## src/rtl/capwalk_pkg.sv

```systemverilog
package capwalk_pkg;

  // Result classes chosen by the control when a request finishes
  typedef enum logic [2:0] {
    RK_FOUND,
    RK_TAIL,
    RK_EMPTY,
    RK_ERR,
    RK_APPEND
  } resKind_e;

  // Strobes from control to datapath
  typedef struct packed {
    logic     latchReq;
    logic     startWalk;
    logic     stepNext;
    logic     keepHdr;
    logic     memRd;
    logic     wrTail;
    logic     wrNew;
    logic     finish;
    resKind_e kind;
  } ctlStrobe_t;

  // Conditions from datapath to control
  typedef struct packed {
    logic opAppend;
    logic offOk;
    logic offAtBase;
    logic curAtBase;
    logic hdrZero;
    logic idHit;
    logic nextZero;
    logic nextOk;
  } dpStatus_t;

endpackage

```

## src/rtl/capwalk_ctrl.sv

```systemverilog
module capwalk_ctrl
  import capwalk_pkg::*;
#(
  parameter int MAX_HOPS = 1024
) (
  input  logic       clk,
  input  logic       rstN,
  input  logic       reqValid,
  input  dpStatus_t  st,
  output ctlStrobe_t stb,
  output logic       busy,
  output logic       done
);

  localparam int HOP_W = $clog2(MAX_HOPS + 1);

  typedef enum logic [2:0] {
    S_IDLE,
    S_START,
    S_ISSUE,
    S_EVAL,
    S_WTAIL,
    S_WNEW
  } state_e;

  state_e           state, stateNxt;
  logic [HOP_W-1:0] hopCnt;
  logic             hopLimit;

  assign hopLimit = (hopCnt == HOP_W'(MAX_HOPS));
  assign busy     = (state != S_IDLE);

  always_comb begin
    stb      = '0;
    stateNxt = state;
    unique case (state)
      S_IDLE: begin
        if (reqValid) begin
          stb.latchReq  = 1'b1;
          stb.startWalk = 1'b1;
          stateNxt      = S_START;
        end
      end
      S_START: begin
        if (st.opAppend && !st.offOk) begin
          stb.finish = 1'b1;
          stb.kind   = RK_ERR;
          stateNxt   = S_IDLE;
        end else begin
          stateNxt = S_ISSUE;
        end
      end
      S_ISSUE: begin
        stb.memRd = 1'b1;
        stateNxt  = S_EVAL;
      end
      S_EVAL: begin
        stb.keepHdr = 1'b1;
        if (st.opAppend && st.offAtBase) begin
          stateNxt = S_WNEW;
        end else if (st.curAtBase && st.hdrZero) begin
          stb.finish = 1'b1;
          stb.kind   = st.opAppend ? RK_ERR : RK_EMPTY;
          stateNxt   = S_IDLE;
        end else if (st.idHit) begin
          stb.finish = 1'b1;
          stb.kind   = RK_FOUND;
          stateNxt   = S_IDLE;
        end else if (st.nextZero) begin
          if (st.opAppend) begin
            stateNxt = S_WTAIL;
          end else begin
            stb.finish = 1'b1;
            stb.kind   = RK_TAIL;
            stateNxt   = S_IDLE;
          end
        end else if (!st.nextOk || hopLimit) begin
          stb.finish = 1'b1;
          stb.kind   = RK_ERR;
          stateNxt   = S_IDLE;
        end else begin
          stb.stepNext = 1'b1;
          stateNxt     = S_ISSUE;
        end
      end
      S_WTAIL: begin
        stb.wrTail = 1'b1;
        stateNxt   = S_WNEW;
      end
      S_WNEW: begin
        stb.wrNew  = 1'b1;
        stb.finish = 1'b1;
        stb.kind   = RK_APPEND;
        stateNxt   = S_IDLE;
      end
      default: stateNxt = S_IDLE;
    endcase
  end

  always_ff @(posedge clk) begin
    if (!rstN) begin
      state  <= S_IDLE;
      hopCnt <= '0;
      done   <= 1'b0;
    end else begin
      state <= stateNxt;
      done  <= stb.finish;
      if (stb.startWalk) begin
        hopCnt <= '0;
      end else if (stb.stepNext) begin
        hopCnt <= hopCnt + HOP_W'(1);
      end
    end
  end

endmodule

```

## src/rtl/capwalk_dp.sv

```systemverilog
module capwalk_dp
  import capwalk_pkg::*;
#(
  parameter int ADDR_W   = 12,
  parameter int ID_W     = 16,
  parameter int VER_W    = 4,
  parameter int BASE_OFF = 256
) (
  input  logic                           clk,
  input  logic                           rstN,
  input  ctlStrobe_t                     stb,
  input  logic                           reqOp,
  input  logic [ID_W-1:0]                reqId,
  input  logic [VER_W-1:0]               reqVer,
  input  logic [ADDR_W-1:0]              reqOffset,
  input  logic [ADDR_W+VER_W+ID_W-1:0]   memRdata,
  output dpStatus_t                      st,
  output logic                           memEn,
  output logic                           memWe,
  output logic [ADDR_W-3:0]              memAddr,
  output logic [ADDR_W+VER_W+ID_W-1:0]   memWdata,
  output logic                           found,
  output logic                           err,
  output logic [ADDR_W-1:0]              resOffset,
  output logic [ADDR_W-1:0]              resPrev
);

  localparam int HDR_W   = ADDR_W + VER_W + ID_W;
  localparam int LOW_W   = VER_W + ID_W;
  localparam int TOP_OFF = (1 << ADDR_W) - 8;

  logic              opAppendQ;
  logic [ID_W-1:0]   idQ;
  logic [VER_W-1:0]  verQ;
  logic [ADDR_W-1:0] offQ;
  logic [ADDR_W-1:0] curOff;
  logic [ADDR_W-1:0] prevOff;
  logic [HDR_W-1:0]  hdrQ;
  logic [ID_W-1:0]   rdId;
  logic [ADDR_W-1:0] rdNext;
  logic [ADDR_W-1:0] newNext;
  logic [ADDR_W-1:0] accOff;

  function automatic logic ptrLegal(input logic [ADDR_W-1:0] p);
    return (p[1:0] == 2'b00) && (p >= ADDR_W'(BASE_OFF)) &&
           (p <= ADDR_W'(TOP_OFF));
  endfunction

  assign rdId   = memRdata[ID_W-1:0];
  assign rdNext = memRdata[HDR_W-1 -: ADDR_W];

  always_comb begin
    st.opAppend  = opAppendQ;
    st.offOk     = ptrLegal(offQ);
    st.offAtBase = (offQ == ADDR_W'(BASE_OFF));
    st.curAtBase = (curOff == ADDR_W'(BASE_OFF));
    st.hdrZero   = (memRdata == '0);
    st.idHit     = !opAppendQ && (idQ != '0) && (rdId == idQ);
    st.nextZero  = (rdNext == '0);
    st.nextOk    = ptrLegal(rdNext);
  end

  // Memory port: reads and the tail rewrite use the walk cursor,
  // the new-header write uses the requested offset.
  assign newNext = st.offAtBase ? hdrQ[HDR_W-1 -: ADDR_W] : '0;
  assign accOff  = stb.wrNew ? offQ : curOff;
  assign memEn   = stb.memRd | stb.wrTail | stb.wrNew;
  assign memWe   = stb.wrTail | stb.wrNew;
  assign memAddr = accOff[ADDR_W-1:2];

  always_comb begin
    memWdata = '0;
    if (stb.wrTail) begin
      memWdata = {offQ, hdrQ[LOW_W-1:0]};
    end else if (stb.wrNew) begin
      memWdata = {newNext, verQ, idQ};
    end
  end

  always_ff @(posedge clk) begin
    if (!rstN) begin
      opAppendQ <= 1'b0;
      idQ       <= '0;
      verQ      <= '0;
      offQ      <= '0;
      curOff    <= '0;
      prevOff   <= '0;
      hdrQ      <= '0;
    end else begin
      if (stb.latchReq) begin
        opAppendQ <= reqOp;
        idQ       <= reqId;
        verQ      <= reqVer;
        offQ      <= reqOffset;
      end
      if (stb.startWalk) begin
        curOff  <= ADDR_W'(BASE_OFF);
        prevOff <= '0;
      end else if (stb.stepNext) begin
        prevOff <= curOff;
        curOff  <= rdNext;
      end
      if (stb.keepHdr) begin
        hdrQ <= memRdata;
      end
    end
  end

  always_ff @(posedge clk) begin
    if (!rstN) begin
      found     <= 1'b0;
      err       <= 1'b0;
      resOffset <= '0;
      resPrev   <= '0;
    end else if (stb.finish) begin
      found <= (stb.kind == RK_FOUND);
      err   <= (stb.kind == RK_ERR);
      unique case (stb.kind)
        RK_FOUND: begin
          resOffset <= curOff;
          resPrev   <= prevOff;
        end
        RK_TAIL: begin
          resOffset <= '0;
          resPrev   <= curOff;
        end
        RK_APPEND: begin
          resOffset <= offQ;
          resPrev   <= st.offAtBase ? '0 : curOff;
        end
        default: begin
          resOffset <= '0;
          resPrev   <= '0;
        end
      endcase
    end
  end

endmodule

```

## src/rtl/capwalk_top.sv

```systemverilog
module capwalk_top
  import capwalk_pkg::*;
#(
  parameter int ADDR_W   = 12,
  parameter int ID_W     = 16,
  parameter int VER_W    = 4,
  parameter int BASE_OFF = 256,
  parameter int MAX_HOPS = 1024
) (
  input  logic                         clk,
  input  logic                         rstN,
  input  logic                         reqValid,
  input  logic                         reqOp,
  input  logic [ID_W-1:0]              reqId,
  input  logic [VER_W-1:0]             reqVer,
  input  logic [ADDR_W-1:0]            reqOffset,
  output logic                         busy,
  output logic                         done,
  output logic                         found,
  output logic                         err,
  output logic [ADDR_W-1:0]            resOffset,
  output logic [ADDR_W-1:0]            resPrev,
  output logic                         memEn,
  output logic                         memWe,
  output logic [ADDR_W-3:0]            memAddr,
  output logic [ADDR_W+VER_W+ID_W-1:0] memWdata,
  input  logic [ADDR_W+VER_W+ID_W-1:0] memRdata
);

  ctlStrobe_t stb;
  dpStatus_t  st;

  capwalk_ctrl #(
    .MAX_HOPS(MAX_HOPS)
  ) u_ctrl (
    .clk     (clk),
    .rstN    (rstN),
    .reqValid(reqValid),
    .st      (st),
    .stb     (stb),
    .busy    (busy),
    .done    (done)
  );

  capwalk_dp #(
    .ADDR_W  (ADDR_W),
    .ID_W    (ID_W),
    .VER_W   (VER_W),
    .BASE_OFF(BASE_OFF)
  ) u_dp (
    .clk      (clk),
    .rstN     (rstN),
    .stb      (stb),
    .reqOp    (reqOp),
    .reqId    (reqId),
    .reqVer   (reqVer),
    .reqOffset(reqOffset),
    .memRdata (memRdata),
    .st       (st),
    .memEn    (memEn),
    .memWe    (memWe),
    .memAddr  (memAddr),
    .memWdata (memWdata),
    .found    (found),
    .err      (err),
    .resOffset(resOffset),
    .resPrev  (resPrev)
  );

endmodule

```

## config.mk

```make
export PLATFORM = sky130hd
export DESIGN_NAME = capwalk_top
export DESIGN_NICKNAME = d
export VERILOG_FILES = /design/src/rtl/capwalk_pkg.sv /design/src/rtl/capwalk_ctrl.sv /design/src/rtl/capwalk_dp.sv /design/src/rtl/capwalk_top.sv
export SDC_FILE = /design/constraint.sdc
export NUM_CORES = 1
export LEC_CHECK = 0
export BUFFER_PORTS_ARGS = -buffer_cell sky130_fd_sc_hd__buf_2
export CORE_UTILIZATION = 45
export DETAILED_ROUTE_END_ITERATION = 6
export PLACE_DENSITY = 0.71
export SLEW_MARGIN = 20
export SYNTH_ARGS = -nofsm -noshare
export SYNTH_HDL_FRONTEND = slang
export SYNTH_SLANG_ARGS = --single-unit
```

## constraint.sdc

```tcl
create_clock -name clk -period 2.39 [get_ports clk]
set_input_delay 0.478 -clock clk [delete_from_list [all_inputs] [get_ports clk]]
set_output_delay 0.478 -clock clk [all_outputs]
set_load 0.005 [all_outputs]
```

# After elaboration in Yosys (flattened, before gate mapping)
# Cells that the tools add are included.
# totals
ff_bits,130
in_bits,68
word_cells,98
# op_classes
addsub,1
magnitude_cmp,4
n_eq_ne,13
mux,38
n_bitwise,4
reduce_logical,23
# ops
operator,count
32-bit two-way mux,2
12-bit two-way mux,3
12-bit case mux with 3 select lines,1
32-bit zero test,1
4-bit two-way mux,7
"12-bit by 9-bit == test with 1-bit output, second input constant",2
"12-bit by 9-bit >= comparator with 1-bit output, second input constant",2
"12-bit less-or-equal comparator, second input constant",2
12-bit case mux with 2 select lines,1
3-bit two-way mux,6
9-bit two-way mux,2
16-bit == test,1
16-bit nonzero test,1
3-bit case mux with 5 select lines,1
12-bit zero test,1
4-bit case mux with 3 select lines,1
"11-bit by 1-bit adder with 11-bit output, second input constant",1
"11-bit == test, second input constant",1
2-bit two-way mux,5
"3-bit by 2-bit == test with 1-bit output, second input constant",3
"3-bit == test, second input constant",3
1-bit logical AND,9
1-bit two-way mux,9
"3-bit by 1-bit == test with 1-bit output, second input constant",2
other kinds (10),16

# Logic depth before layout (Yosys ltp)
# depth
ltp_word,13
depth_mapped,10
depth_no_buf,8

# By module
# Synthesis repeated with hierarchy kept, for this count alone.
# unflattened
hier_cells,717
hier_area_um2,6459.9
# by_module_without_submodules
module,instances,cells_per_inst,area_per_inst_um2,seq_area_each_um2
capwalk_dp,1,590,5418.9,2302.2
capwalk_ctrl,1,127,1041.0,300.3

# Least setup slack after synthesis
# OpenSTA, ideal clock, no wires.
# synth_path
kind,input to register
start,input port memRdata[8]
end,register u_dp.resPrev[10]
setup_ns,0.095
t_arrival_ns,2.386
slack_ns,-0.091
cell_stages,8
cell_sequence,xor2_1 -> nor4_2 -> nand4_1 -> nor4b_4 -> nor2_2 -> a2111o_1 -> buf_6 -> o311ai_1
# synth_between
elab_chain_len,8
elab_cells_between_ends,12
classes_between,eq/ne: 3; mux: 5; reduce/logical: 4
# synth_rtl
element,line,rtl
start: declaration,capwalk_top.sv:27,input logic [ADDR_W+VER_W+ID_W-1:0] memRdata
16-bit == test,capwalk_dp.sv:58,st.idHit = !opAppendQ && (idQ != '0) && (rdId == idQ);
1-bit logical AND,capwalk_dp.sv:58,
4-bit two-way mux,capwalk_ctrl.sv:65,end else if (st.idHit) begin
4-bit two-way mux *,capwalk_ctrl.sv:61,end else if (st.curAtBase && st.hdrZero) begin
4-bit two-way mux *,capwalk_ctrl.sv:59,if (st.opAppend && st.offAtBase) begin
4-bit case mux with 3 select lines *,capwalk_ctrl.sv:36,unique case (state)
"3-bit == test, or another cell as far along",capwalk_dp.sv:118,unique case (stb.kind)
12-bit case mux with 3 select lines,capwalk_dp.sv:118,
end signal: assignment,capwalk_dp.sv:121,resPrev <= prevOff;
end signal: assignment,capwalk_dp.sv:125,resPrev <= curOff;
end signal: assignment,capwalk_dp.sv:129,resPrev <= st.offAtBase ? '0 : curOff;
end: declaration,capwalk_dp.sv:25,output logic [ADDR_W-1:0] resPrev
# Mark *: on every way between the ends. The rest lies on a longest branch, timed or not.
# A chain may end at the register's enable or synchronous reset.

# Final worst setup path
# layout_path
start,register u_dp.idQ[9]
end,register u_dp.resPrev[4]
# layout_between
elab_chain_len,9
elab_cells_between_ends,12
classes_between,eq/ne: 3; mux: 5; reduce/logical: 4
# layout_rtl
element,line,rtl
start: declaration,capwalk_dp.sv:33,logic [ID_W-1:0] idQ;
start signal: assignment,capwalk_dp.sv:92,idQ <= reqId;
16-bit nonzero test,capwalk_dp.sv:58,
1-bit logical AND,capwalk_dp.sv:58,
1-bit logical AND *,capwalk_dp.sv:58,
4-bit two-way mux *,capwalk_ctrl.sv:65,
4-bit two-way mux *,capwalk_ctrl.sv:61,
4-bit two-way mux *,capwalk_ctrl.sv:59,
4-bit case mux with 3 select lines *,capwalk_ctrl.sv:36,
"3-bit == test, or another cell as far along",capwalk_dp.sv:118,
12-bit case mux with 3 select lines,capwalk_dp.sv:118,
# Marked as above.

==> key figures <==
STA
  • Worst Slack Setup Final: -3.78 ps
  • Setup Skew: about 7.7 ps
  • Fmax: 418 MHz
  • Min Hold Slack: 281 ps
  • Max Slew Vio Count: 0
  • Worst Tran Pin Value: 756 ps
  • Final period util: 100%
  • Worst rel slew slack: roughly half
  • Final Critical Period: between 2000 and 2500 ps
  • Count of final setup violators: 1
  • Hold violation count in the final report: 0
  • RSZ-0062 raised after global routing: true

Floorplanning
  • Initial Utilization: 46.0%
  • Total die area: 14000 um^2
  • Die span in y: 118 um
  • I/O pins: 140
  • Chip width: between 100 and 150 um
  • Core Region: 13200 um^2
  • Rows: 42

Clock tree
  • CTS Sinks: 130
  • Clk_lat worst skew: 430 ps
  • H-tree Lvls: 4
  • TritonCTS clock tree: built
  • Number of buffers created by CTS: 17
  • Max clock buf depth: 2
  • Clock Root Buffer: clkbuf_16
  • CTS clk-pin slew, worst paths: 50 ps

Cells and area
  • Commonest non-fill, non-tap cell in the layout: nand2_1
  • Final core utilization: approximately 65%
  • Share of cells above drive strength 1: ~34%
  • Most frequent cells in the layout: 176 x nand2_1, 139 x buf_2, 126 x dfxtp_1, 113 x buf_4, 70 x a21oi_1
  • Fillers: 1159
  • Layout Area Growth over Synthesis: 41.0%
  • Final net count: between 1000 and 1500
  • Antenna Diode Count: 0

Drt
  • Routed wire length: 19800 um
  • DR vias/cell: 5.64
  • Starting DRC count in detailed routing: 640
  • Antenna-violating nets left: 0
  • Wire length per cell: approximately 17 um
  • Post-route DRC: 0
  • Drt pass-1 iters: 5
  • Vias: 6559

Worst setup path
  • Crit start category: register
  • Worst Setup Path Type: reg2reg
  • Required @ worst endpoint: 2720 ps
  • CP endpoint kind: register
  • Critical path, cell by cell: xor2_2 -> buf_4 -> nor4_4 -> nand4_1 -> nor4b_4 -> nor2_2 -> a2111o_1 -> buf_6 -> o311ai_1
  • Slowest stage cell, crit path: nor4b_4
  • Crit-path max FO: 13
  • Worst R2R Path Depth: 9
  • CP peak stage delay: 380 ps
  • Critical Path AT: 2720 ps

Synth
  • Asr flop ratio synth: 0%
  • Post-synthesis sequential area ratio: a little over two fifths
  • Yosys reg bits: 130
  • Syn_nets: 816
  • Post-synth cell types: 59
  • Post-synth EDFFs: 0
  • Mapped Area: between 6000 and 7000 um^2
  • Syn Inst Count: approximately 750
  • Top FF cell, synth: dfxtp_1
  • Synth warn: 0
  • Syn_area_per_cell: 8.17 um^2

Worst hold path
  • Tightest Hold Check Type: in2reg
  • WHS Path Cells: 3

Global route
  • GRT Resource Usage Total: between 20 and 30%
  • Met1 Usage GRT: 36.9%
  • M2 GR Usage: between 40 and 50%
  • GR Util met3: between 6 and 7%
  • Initial antenna violation count: 0
  • Global-route wire length before repair: 30700 um
  • Largest net degree at the start of global routing: just under 70
  • Vias in the first global route: 6008
  • Gr busiest metal: met2
  • Grt ovf: 0

Run
  • Max_cap viols: 0

Power and ir drop
  • Lkg Pwr: 3.72 nW
  • Max IR drop VDD: 455 uV
  • Cell Pwr Density: 634 nW/um^2

Status
  • Failing checks: negative setup slack
  • Outcome: finished, violations left

Place
  • DP HPWL: 13500 um
  • Dpl ws: -433 ps
  • Number of buffers added on ports: 139
  • Final GP Congestion: slightly below 0.9
## worst max-delay path, delay by kind of cell (launching register included)
kind	cells	cell delay (ps)
AO/OA/AOI/OAI	2	570
flip-flops	1	340
buffers and inverters	2	320
AND/OR/NAND/NOR	4	870
XOR/XNOR	1	180
## cell usage after synthesis, types with 2 or more instances
cell,instances,area share (%)
a21oi_1,71,5.8
a22o_1,31,4.5
a31oi_1,3,0.31
a32o_1,10,1.6
a41o_1,3,0.49
and2_1,2,0.21
and3_1,17,1.7
and4b_1,2,0.33
buf_2,4,0.33
buf_6,8,1.5
clkbuf_1,38,2.3
dfxtp_1,130,43
ha_1,2,0.41
inv_1,20,1.2
mux2i_1,23,3.8
nand2_1,177,11
nand2b_1,2,0.21
nand3_1,24,2.0
nand4_1,11,1.1
nor2_1,44,2.7
nor3_1,11,0.90
nor4_1,23,2.4
nor4b_1,4,0.58
o211a_1,2,0.33
o211ai_1,12,1.5
o21a_1,2,0.25
o21ai_0,4,0.33
o311ai_0,5,0.72
o311ai_1,8,1.2
or2_2,2,0.21
or4_1,2,0.25
xnor2_1,11,1.6
xor2_1,12,1.7
## where the power goes
group	internal (mW)	switching, mW	total, mW
sequential	2.22	0.0441	2.27
combinational	0.261	0.319	0.580
clock	1.68	0.925	2.60
## kinds of logic (layout without fill, tap and decap cells)
kind of cell | count (synthesis) | count (layout) | synth area share (%)
AOI/OAI and AO/OA | 162 | 162 | 18.7
xor gates and xnor gates | 23 | 23 | 3.31
adders and majority gates | 2 | 2 | 0.411
buffers and inverters | 74 | 313 | 5.83
DFF | 130 | 130 | 42.7
muxes | 23 | 23 | 3.78
and+or+nand+nor | 332 | 333 | 25.3
## path summary, 6_finish.rpt
check,startpoint,to,slack [ps]
max,u_dp.idQ[9]$_SDFFE_PN0P_,u_dp.resPrev[4]$_SDFFE_PN0P_,-4
min,reqId[3],u_dp.idQ[3]$_SDFFE_PN0P_,280
max reg2reg,u_dp.idQ[9]$_SDFFE_PN0P_,u_dp.resPrev[4]$_SDFFE_PN0P_,-4
min reg2reg,u_dp.hdrQ[8]$_SDFFE_PN0N_,u_dp.hdrQ[8]$_SDFFE_PN0N_,450
## flip-flops by register name (all words and copies together), names as in the netlist
name,cells
u_dp.err,1
u_dp.hdrQ,32
u_ctrl.hopCnt,11
u_dp.idQ,16
u_dp.offQ,12
u_dp.prevOff,12
u_ctrl.state,3
u_dp.verQ,4
u_ctrl.done,1
u_dp.found,1
u_dp.curOff,12
u_dp.opAppendQ,1
u_dp.resOffset,12
u_dp.resPrev,12
## layout make-up
cell class	instances	area [um^2]	share of cell area [%]
multi-input combinational	543	3360	39.2
tap	176	220	2.56
inverter	21	78.8	0.918
sequential	130	2610	30.4
clock buffer	24	472	5.49
timing repair buffer	263	1740	20.3
clock inverter	5	104	1.21
## per-layer routing
metal | up-vias | share of wire (%)
met5 | - | 0
met3 | 42 | 7.1
met4 | 0 | 2.3
met1 | 3137 | 43
met2 | 281 | 48
li1 | 3099 | -
## through the flow
stage          power, mW  instance area (um^2)  setup TNS [ps]  cells
5_1_grt             5.62                  8590           -1950   1162
6_report            5.45                  8590           -3.78   1162
3_5_place_dp        2.84                  7710          -10140   1127
2_1_floorplan       2.55                  6100               0    746
4_1_cts             5.43                  8350            -244   1157
3_3_place_gp        2.83                  7710           -7820   1127
## repair_timing
action / CTS / global route
gates cloned: 0 / 2
gates resized for setup: 21 / 32
setup buffers: 2 / 3
hold buffers: 0 / 0
setup endpoints to repair: 81 / 90
pin swaps: 12 / 14
(Power assumes the default switching activity.)
